===== config.mk =====
export PLATFORM = sky130hd
export DESIGN_NAME = prio_irq_ctrl
export DESIGN_NICKNAME = d
export VERILOG_FILES = /design/src/rtl/pic_pkg.sv /design/src/rtl/pic_regs.sv /design/src/rtl/pic_pending.sv /design/src/rtl/pic_arbiter.sv /design/src/rtl/pic_vecgen.sv /design/src/rtl/prio_irq_ctrl.sv
export SDC_FILE = /design/constraint.sdc
export NUM_CORES = 1
export LEC_CHECK = 0
export BUFFER_PORTS_ARGS = -buffer_cell sky130_fd_sc_hd__clkbuf_2
export CAP_MARGIN = 25
export CORE_MARGIN = 2
export CORE_UTILIZATION = 45
export CTS_BUF_LIST = sky130_fd_sc_hd__clkbuf_8
export CTS_CLUSTER_SIZE = 24
export DETAILED_ROUTE_END_ITERATION = 12
export PLACE_DENSITY_LB_ADDON = 0.08
export SLEW_MARGIN = 20
export SYNTH_ARGS = -nofsm -noshare
export SYNTH_HDL_FRONTEND = slang
export SYNTH_SLANG_ARGS = --single-unit

===== constraint.sdc =====
create_clock -name clk -period 25.1 [get_ports clk]
set_input_delay 2.51 -clock clk [delete_from_list [all_inputs] [get_ports clk]]
set_output_delay 2.51 -clock clk [all_outputs]
set_load 0.02 [all_outputs]

===== src/rtl/pic_pkg.sv =====
package pic_pkg;

    // register offsets inside the controller's register space
    localparam int OFS_BASE_LO = 0;
    localparam int OFS_BASE_HI = 1;
    localparam int OFS_FM_A    = 2;
    localparam int OFS_FM_B    = 3;
    localparam int OFS_FA_A_LO = 4;
    localparam int OFS_FA_A_HI = 5;
    localparam int OFS_FA_B_LO = 6;
    localparam int OFS_FA_B_HI = 7;
    localparam int OFS_PRIO    = 8;

    localparam logic [1:0] NMI_LEVEL  = 2'd3;
    localparam logic [1:0] FAST_LEVEL = 2'd2;

    typedef enum logic [1:0] {
        PF_OFF = 2'b00,
        PF_L0  = 2'b01,
        PF_L1  = 2'b10,
        PF_L2  = 2'b11
    } prio_field_e;

    function automatic logic [1:0] field_level(input logic [1:0] f);
        return (f == PF_OFF) ? 2'd0 : f - 2'd1;
    endfunction

    function automatic logic field_enabled(input logic [1:0] f);
        return f != PF_OFF;
    endfunction

endpackage


===== src/rtl/pic_regs.sv =====
module pic_regs
    import pic_pkg::*;
#(
    parameter int NUM_SRC = 16,
    parameter int DW      = 16,
    parameter int NPR     = 2,
    parameter int RAW     = 4
) (
    input  logic                    clk,
    input  logic                    rst,
    input  logic                    wr_i,
    input  logic [RAW-1:0]          addr_i,
    input  logic [DW-1:0]           wdata_i,
    output logic [DW-1:0]           rdata_o,
    output logic [2*DW-1:0]         base_o,
    output logic [DW-1:0]           fm_a_o,
    output logic [DW-1:0]           fm_b_o,
    output logic [2*DW-1:0]         fa_a_o,
    output logic [2*DW-1:0]         fa_b_o,
    output logic [NUM_SRC-1:0][1:0] prio_o
);
    localparam int REG_N = OFS_PRIO + NPR;
    localparam int PER   = DW / 2;

    logic [DW-1:0] regs_q [REG_N];

    always_ff @(posedge clk) begin
        if (rst) begin
            for (int k = 0; k < REG_N; k++) regs_q[k] <= '0;
        end else if (wr_i) begin
            for (int k = 0; k < REG_N; k++)
                if (addr_i == RAW'(k)) regs_q[k] <= wdata_i;
        end
    end

    always_comb begin
        rdata_o = '0;
        for (int k = 0; k < REG_N; k++)
            if (addr_i == RAW'(k)) rdata_o = regs_q[k];
    end

    assign base_o = {regs_q[OFS_BASE_HI], regs_q[OFS_BASE_LO]};
    assign fm_a_o = regs_q[OFS_FM_A];
    assign fm_b_o = regs_q[OFS_FM_B];
    assign fa_a_o = {regs_q[OFS_FA_A_HI], regs_q[OFS_FA_A_LO]};
    assign fa_b_o = {regs_q[OFS_FA_B_HI], regs_q[OFS_FA_B_LO]};

    for (genvar i = 0; i < NUM_SRC; i++) begin : g_field
        assign prio_o[i] = regs_q[OFS_PRIO + i / PER][2*(i % PER) +: 2];
    end

endmodule


===== src/rtl/pic_pending.sv =====
module pic_pending #(
    parameter int N     = 17,
    parameter int VEC_W = 5
) (
    input  logic             clk,
    input  logic             rst,
    input  logic [N-1:0]     line_i,
    input  logic [N-1:0]     en_i,
    input  logic             clr_i,
    input  logic [VEC_W-1:0] clr_idx_i,
    output logic [N-1:0]     pend_o
);
    logic [N-1:0] line_q;
    logic [N-1:0] pend_q;
    logic [N-1:0] rise_w;

    assign rise_w = line_i & ~line_q & en_i;

    for (genvar i = 0; i < N; i++) begin : g_bit
        always_ff @(posedge clk) begin
            if (rst) begin
                line_q[i] <= 1'b0;
                pend_q[i] <= 1'b0;
            end else begin
                line_q[i] <= line_i[i];
                if (rise_w[i])
                    pend_q[i] <= 1'b1;
                else if (clr_i && clr_idx_i == VEC_W'(i))
                    pend_q[i] <= 1'b0;
            end
        end
    end

    assign pend_o = pend_q;

    AST_ACK_CLEARS: assert property (@(posedge clk) disable iff (rst)
        clr_i && !rise_w[clr_idx_i] |=> !pend_q[$past(clr_idx_i)]);

    AST_EDGE_SETS: assert property (@(posedge clk) disable iff (rst)
        (|rise_w) |=> ((pend_q & $past(rise_w)) == $past(rise_w)));

endmodule


===== src/rtl/pic_arbiter.sv =====
module pic_arbiter #(
    parameter int N     = 17,
    parameter int VEC_W = 5
) (
    input  logic [N-1:0]       req_i,
    input  logic [N-1:0][1:0]  lvl_i,
    input  logic [1:0]         core_lvl_i,
    output logic               win_valid_o,
    output logic [VEC_W-1:0]   win_vec_o,
    output logic [1:0]         win_lvl_o
);
    // scan downward so an equal level found later (lower vector) replaces
    always_comb begin
        win_valid_o = 1'b0;
        win_vec_o   = '0;
        win_lvl_o   = '0;
        for (int i = N - 1; i >= 0; i--) begin
            if (req_i[i] && lvl_i[i] >= core_lvl_i &&
                (!win_valid_o || lvl_i[i] >= win_lvl_o)) begin
                win_valid_o = 1'b1;
                win_vec_o   = VEC_W'(i);
                win_lvl_o   = lvl_i[i];
            end
        end
    end

endmodule


===== src/rtl/pic_vecgen.sv =====
module pic_vecgen
    import pic_pkg::*;
#(
    parameter int DW    = 16,
    parameter int VEC_W = 5
) (
    input  logic [VEC_W-1:0]  vec_i,
    input  logic [1:0]        lvl_i,
    input  logic [2*DW-1:0]   base_i,
    input  logic [DW-1:0]     fm_a_i,
    input  logic [DW-1:0]     fm_b_i,
    input  logic [2*DW-1:0]   fa_a_i,
    input  logic [2*DW-1:0]   fa_b_i,
    output logic [2*DW-1:0]   addr_o,
    output logic              fast_o
);
    localparam int VA_W = 2 * DW;

    logic hit_a, hit_b;

    assign hit_a = (fm_a_i == DW'(vec_i)) && (lvl_i == FAST_LEVEL);
    assign hit_b = (fm_b_i == DW'(vec_i)) && (lvl_i == FAST_LEVEL);

    always_comb begin
        fast_o = hit_a | hit_b;
        if (hit_a)
            addr_o = fa_a_i;
        else if (hit_b)
            addr_o = fa_b_i;
        else
            addr_o = base_i + (VA_W'(vec_i) << 1);
    end

endmodule


===== src/rtl/prio_irq_ctrl.sv =====
module prio_irq_ctrl
    import pic_pkg::*;
#(
    parameter  int NUM_SRC = 16,
    parameter  int DW      = 16,
    localparam int NPR     = (2 * NUM_SRC + DW - 1) / DW,
    localparam int RAW     = $clog2(OFS_PRIO + NPR),
    localparam int VEC_W   = $clog2(NUM_SRC + 1),
    localparam int VA_W    = 2 * DW
) (
    input  logic               clk,
    input  logic               rst,
    input  logic [NUM_SRC-1:0] irq_i,
    input  logic               nmi_i,
    input  logic [1:0]         core_lvl_i,
    input  logic               reg_wr_i,
    input  logic [RAW-1:0]     reg_addr_i,
    input  logic [DW-1:0]      reg_wdata_i,
    output logic [DW-1:0]      reg_rdata_o,
    output logic               int_req_o,
    output logic [VEC_W-1:0]   int_vec_o,
    output logic [VA_W-1:0]    int_addr_o,
    output logic               int_fast_o,
    input  logic               int_ack_i
);
    localparam int N       = NUM_SRC + 1;
    localparam int NMI_IDX = NUM_SRC;

    typedef struct packed {
        logic [VEC_W-1:0] vec;
        logic [1:0]       lvl;
        logic [VA_W-1:0]  addr;
        logic             fast;
    } grant_t;

    logic [VA_W-1:0]          base_w, fa_a_w, fa_b_w;
    logic [DW-1:0]            fm_a_w, fm_b_w;
    logic [NUM_SRC-1:0][1:0]  field_w;
    logic [N-1:0]             en_w, pend_w;
    logic [N-1:0][1:0]        lvl_w;
    logic                     win_valid;
    logic [VEC_W-1:0]         win_vec;
    logic [1:0]               win_lvl;
    grant_t                   cand, grant_q;
    logic                     req_q;
    logic                     clr_w;

    pic_regs #(.NUM_SRC(NUM_SRC), .DW(DW), .NPR(NPR), .RAW(RAW)) u_regs (
        .clk(clk), .rst(rst),
        .wr_i(reg_wr_i), .addr_i(reg_addr_i), .wdata_i(reg_wdata_i),
        .rdata_o(reg_rdata_o),
        .base_o(base_w), .fm_a_o(fm_a_w), .fm_b_o(fm_b_w),
        .fa_a_o(fa_a_w), .fa_b_o(fa_b_w), .prio_o(field_w)
    );

    for (genvar i = 0; i < NUM_SRC; i++) begin : g_src
        assign en_w[i]  = field_enabled(field_w[i]);
        assign lvl_w[i] = field_level(field_w[i]);
    end
    assign en_w[NMI_IDX]  = 1'b1;
    assign lvl_w[NMI_IDX] = NMI_LEVEL;

    assign clr_w = req_q & int_ack_i;

    pic_pending #(.N(N), .VEC_W(VEC_W)) u_pend (
        .clk(clk), .rst(rst),
        .line_i({nmi_i, irq_i}), .en_i(en_w),
        .clr_i(clr_w), .clr_idx_i(grant_q.vec),
        .pend_o(pend_w)
    );

    pic_arbiter #(.N(N), .VEC_W(VEC_W)) u_arb (
        .req_i(pend_w & en_w), .lvl_i(lvl_w), .core_lvl_i(core_lvl_i),
        .win_valid_o(win_valid), .win_vec_o(win_vec), .win_lvl_o(win_lvl)
    );

    pic_vecgen #(.DW(DW), .VEC_W(VEC_W)) u_vec (
        .vec_i(win_vec), .lvl_i(win_lvl), .base_i(base_w),
        .fm_a_i(fm_a_w), .fm_b_i(fm_b_w), .fa_a_i(fa_a_w), .fa_b_i(fa_b_w),
        .addr_o(cand.addr), .fast_o(cand.fast)
    );
    assign cand.vec = win_vec;
    assign cand.lvl = win_lvl;

    // presented request: loaded when idle, frozen until acknowledged
    always_ff @(posedge clk) begin
        if (rst) begin
            req_q   <= 1'b0;
            grant_q <= '0;
        end else if (req_q) begin
            if (int_ack_i) req_q <= 1'b0;
        end else if (win_valid) begin
            req_q   <= 1'b1;
            grant_q <= cand;
        end
    end

    assign int_req_o  = req_q;
    assign int_vec_o  = grant_q.vec;
    assign int_addr_o = grant_q.addr;
    assign int_fast_o = grant_q.fast;

    AST_REQ_HOLD: assert property (@(posedge clk) disable iff (rst)
        int_req_o && !int_ack_i |=> int_req_o && $stable(int_vec_o)
                                    && $stable(int_addr_o) && $stable(int_fast_o));

    AST_ACK_DROPS: assert property (@(posedge clk) disable iff (rst)
        int_req_o && int_ack_i |=> !int_req_o);

    AST_FAST_LVL2: assert property (@(posedge clk) disable iff (rst)
        int_req_o && int_fast_o |-> grant_q.lvl == FAST_LEVEL);

    AST_NMI_WINS: assert property (@(posedge clk) disable iff (rst)
        pend_w[NMI_IDX] && !int_req_o |=> int_req_o && int_vec_o == VEC_W'(NMI_IDX));

    AST_WIN_ELIGIBLE: assert property (@(posedge clk) disable iff (rst)
        win_valid |-> win_lvl >= core_lvl_i);

endmodule


Word-level counts from Yosys, hierarchy flattened
Memory sizes are Yosys's and may differ from the RTL's.
Index checks and enable logic that the tools add are counted.
{"block": "word_totals", "mem_count": 1, "romBits": 0, "out_inout_bits": 55, "regBits": 73, "latchBits": 0, "word_cells": 438, "input_bits": 43, "ram_bits": 160}
{"memory": "u_regs.regs_q", "depth": 10, "word_bits": 16, "read_ports": 10, "rd_ports_with_merged_regs": 0, "wr": 10, "line": "pic_regs.sv:25", "text": "logic [DW-1:0] regs_q [REG_N];"}
{"block": "op_classes", "n_reduce_logical": 136, "n_addsub": 17, "shift": 0, "n_div": 0, "order_cmp": 33, "n_mux": 168, "n_eq_ne": 28, "mul": 0, "bitwise": 17}
{"cell": "$mux W16", "n": 20}
{"cell": "$mux W1", "n": 96}
{"cell": "$mux W5", "n": 17}
{"cell": "$mux W2", "n": 33}
{"cell": "$reduce_bool A2 Y1", "n": 33}
{"cell": "$ge A2 B2 Y1", "n": 32}
{"cell": "$mux W32", "n": 2}
{"cell": "$logic_and A1 B1 Y1", "n": 52}
{"cell": "$and A17 B17 Y17", "n": 3}
{"cell": "$eq A5 B4 Y1 const B", "n": 8}
{"cell": "$add A32 B6 Y32", "n": 1}
{"cell": "$eq A16 B5 Y1", "n": 2}
{"cell": "$logic_not A2 Y1", "n": 16}
{"cell": "$sub A2 B1 Y2 const B", "n": 16}
{"cell": "$eq A5 B3 Y1 const B", "n": 4}
{"cell": "$not A17 Y17", "n": 1}
{"cell": "$eq A4 B3 Y1 const B", "n": 4}
{"cell": "$logic_not A1 Y1", "n": 16}
{"cell": "$logic_or A1 B1 Y1", "n": 16}
{"cell": "$or A1 B1 Y1", "n": 11}
{"cell": "$eq A5 B2 Y1 const B", "n": 2}
{"cell": "$eq A4 B2 Y1 const B", "n": 2}
{"cell": "$eq A4 B4 Y1 const B", "n": 2}
{"cell": "$eq A5 B1 Y1 const B", "n": 1}
{"cell": "9 further kinds", "n": 9}

Logic depth before layout (Yosys ltp)
An unclocked memory read counts as a cell.
{"block": "depth", "word_depth": 73, "depth_mapped": 123, "depth_no_buf": 121}

By module
A second synthesis with hierarchy kept.
{"block": "hier_totals", "hier_cells": 1517, "area_unflattened_um2": 15253.4}
{"mod": "pic_regs", "seq_area_each_um2": 4804.6, "area_each_um2": 7591.0, "cells_per_inst": 578, "instances": 1}
{"mod": "pic_arbiter", "seq_area_each_um2": 0.0, "area_each_um2": 2501.1, "cells_per_inst": 330, "instances": 1}
{"mod": "prio_irq_ctrl", "seq_area_each_um2": 780.7, "area_each_um2": 2287.2, "cells_per_inst": 242, "instances": 1}
{"mod": "pic_vecgen", "seq_area_each_um2": 0.0, "area_each_um2": 1637.8, "cells_per_inst": 249, "instances": 1}
{"mod": "pic_pending", "seq_area_each_um2": 680.7, "area_each_um2": 1236.2, "cells_per_inst": 118, "instances": 1}

Worst setup path after synthesis
No wires, ideal clock.
{"block": "synth_timing", "path_kind": "input-to-reg", "from": "input core_lvl_i[0]", "to": "register grant_q, in the netlist int_addr_o[31]", "setup_time_ns": 0.122, "path_slack_ns": 1.139, "t_arrival_ns": 23.839, "n_path_buf": 1, "t_required_ns": 24.978, "cell_stages": 117, "cell_sequence": "ha_1 nor2b_1 a211oi_1 o22ai_1 ha_1 nand2b_1 a21oi_1 a21bo_2 a21oi_1 nor2_1 ha_1 nand2b_1 a21oi_1 a21oi_1 o31ai_1 ha_1 nand2b_1 a21oi_1 [... 81 more ...] nand2b_1 a21o_1 o21a_1 nand2b_1 nor3_2 fa_1 a21oi_1 nor2_1 nor2_1 inv_1 a21oi_1 or2_2 nor3_1 nand2_1 nor3_1 xnor2_1 o32ai_1 a221o_1"}
{"element": "from (decl)", "line": "prio_irq_ctrl.sv:15", "text": "input logic [1:0] core_lvl_i,"}
{"element": "to (signal assigned)", "line": "prio_irq_ctrl.sv:94", "text": "grant_q <= cand;"}
{"element": "to (decl)", "line": "prio_irq_ctrl.sv:44", "text": "grant_t cand, grant_q;"}

Final worst setup path
{"block": "layout_timing", "from": "input core_lvl_i[0]", "to": "register grant_q, in the netlist int_addr_o[7]"}
{"block": "layout_between", "elab_chain_cells": 71, "elab_cells_between_ends": 158, "classes_between": "1 x add/sub; 33 x order compare; 3 x eq/ne; 53 x mux; 68 x reduce/logical"}
{"element": "branches (longest 71 deep; another with $ge A2 B2 Y1)"}
Parallel ways; which one is timed is not known.
A chain may end at the register's enable or synchronous reset.

==> run metrics <==
Syn. warnings 0; clk_lat worst skew 0.59 ns; clock buffer depth 3; core area 29800 um^2; Setup Skew 0.0298 ns; nets@finish 1587; gr ovfl total 0; CTS tree built; Crit path top cell by count ha_1; WHS 0.470 ns; Synth area leader edfxtp_1; row cnt 63; die width 178 um; largest net degree at the start of global routing 56; post-synth top area share 0.352; fraction of layout cells with a size suffix above 1 0.185; fin crit period 24.01 ns; Fin. Hold Viols 0; top_reg_cell synth edfxtp_1; Register Area 6270 um^2; Cell variety after synth 83; Detailed Route Iter0 Violations 1528; slowest CP cell o32ai_1; crit path max fanout 24; Slew Viols, Final 0; die area 31800 um^2; vias 11700; area delta synth->final 16.2%; CTS root buffer clkbuf_8; Avg Cell Area, Syn 10.2 um^2; initial antenna violation count 5; Static Leakage 6.30 nW; CTS sink count 233; Worst Path Required 25.62 ns; port bufs 97; slowest stage delay, CP 0.81 ns; global-route wire length before repair 69800 um; num ports 98; Die Height 178 um; DP HPWL 35300 um; total global-route track usage 0.302; Syn Inst Count 1344; EDFF count, synth 160; Worst Setup End Kind flip-flop; power density over cell area 71.8 nW/um^2; min-delay worst type reg -> reg; CTS H-tree depth 2; final worst-path cycle share 0.957; max_slew headroom 0.311; top cells by area, synth edfxtp_1, dfxtp_1, and2_1; RD Place Congestion 0.966; max cap viols 0; setup violators final 0; drt total wl 48700 um; first-pass detailed-route iteration total 7; maximum vdd drop 47.7 uV; starting density of the core 0.459; post-synthesis sequential area ratio 0.459; CTS buffer count 42; DRC 0; fmax 0.0417 GHz; fill count 2709; vias in the first global route 10800; Worst Path Arrival 24.53 ns; fraction of registers with async set/reset 0; clock slew at reported path FFs 0.06 ns; Post-Syn Area 13700 um^2; antenna-violating nets left 0; syn nets 1455; Synth top cells by count and2_1, edfxtp_1, dfxtp_1; crit path kind in -> reg; startpoint types primary input; top-count cell post-synth and2_1; Worst Tran Pin Value 1.03 ns; Yosys reg bits 233; status finished, final reports clean; worst hold path depth 2; post-route setup TNS 0 ns; routed len/inst 25.6 um; reg2reg path depth 111; Multi-input gate area 7130 um^2; Via density 6.14
## cells in the final DEF, fill, tap and decap left out, types with 10 or more instances in the layout
cell type,synthesis,final
nor2b_1,31,29
nand3_1,35,35
clkbuf_2,0,97
nor2_1,66,62
buf_4,2,44
a221o_1,32,32
nor3_1,27,20
a21oi_1,57,47
ha_1,67,67
clkbuf_8,0,49
xor2_1,20,20
and2_1,173,173
dfxtp_1,73,73
a21o_1,24,24
edfxtp_1,160,160
o211ai_1,21,21
o32ai_1,25,23
o21ai_0,48,47
nand2b_1,51,51
inv_1,72,82
a222oi_1,10,10
clkinv_1,1,11
nand2_1,48,46
xnor2_1,16,16
a22oi_1,50,50
o2111ai_1,13,13
## critical path: cells and delay by family
| family | cells | cell delay (ns) |
|---|---|---|
| adder cells (fa/ha/maj) | 16 | 4.52 |
| AO/OA/AOI/OAI | 51 | 9.67 |
| multiplexers | 4 | 1.32 |
| buffers and inverters | 10 | 1.63 |
| AND/OR/NAND/NOR | 30 | 4.87 |
## metal layers
layer	vias to the layer above	track usage	share of wire
met5	-	0	0
met4	0	0.0993	0.028
met3	82	0.0821	0.11
met2	595	0.441	0.42
met1	5694	0.433	0.44
li1	5314	-	-
## stage by stage
stage / total power [W] / std cells / instance area [um^2] / setup WS [ns] / util
global placement: 0.000756 / 1801 / 14600 / -0.154 / 0.491
floorplan: 0.000652 / 1344 / 13700 / 1.14 / -
finish: 0.00114 / 1902 / 15900 / 1.09 / 0.533
detailed placement: 0.000759 / 1806 / 14700 / -0.660 / 0.493
CTS: 0.00112 / 1884 / 15500 / 0.0433 / 0.522
global route: 0.00119 / 1902 / 15900 / -0.183 / 0.533
## final cells by class
cell class / count / area share
inverters: 73 / 0.0173
diodes: 2 / 0.000315
well taps: 390 / 0.0307
repair buffers: 147 / 0.0559
clock inverters: 29 / 0.00969
clock buffers: 49 / 0.0425
flip-flops and latches: 233 / 0.395
multi-input cells: 979 / 0.449
## sequential cells by signal, indices dropped and copies added (netlist names)
signal / flops
u_regs.regs_q: 160
int_fast_o: 1
u_pend.pend_o: 17
int_req_o: 1
int_vec_o: 5
u_pend.line_q: 17
int_addr_o: 32
## report_power, final
| group | switching [W] | internal (W) | leakage, nW | total (W) |
|---|---|---|---|---|
| logic | 0.000186 | 0.000119 | 3.71 | 0.000305 |
| clock network | 0.000171 | 0.000189 | 0.460 | 0.000360 |
| registers | 0.0000322 | 0.000443 | 2.14 | 0.000475 |
## final timing paths
kind                  endpoint  slack (ns)                  start
min reg2reg  u_pend.pend_o[12]        0.47      u_pend.pend_o[12]
max              int_addr_o[7]        1.09          core_lvl_i[0]
min          u_pend.pend_o[12]        0.47      u_pend.pend_o[12]
max reg2reg      int_addr_o[7]        2.24  u_regs.regs_q[0][158]
## cell families after synthesis
kind of cell	synth area share
AO/OA/AOI/OAI	0.201
XOR/XNOR	0.0231
adder cells (fa/ha/maj)	0.0628
buffers and inverters	0.0390
flip-flops	0.459
multiplexers	0.0131
AND/OR/NAND/NOR	0.203
## timing repair
action | CTS | global route
cloned | 0 | 0
pin swaps | 0 | 12
hold buffers | 0 | 0
gates resized for setup | 2 | 45
setup buffers | 0 | 13
setup endpoints to repair | 3 | 33
No activity file was read; power rests on OpenSTA's default activity.
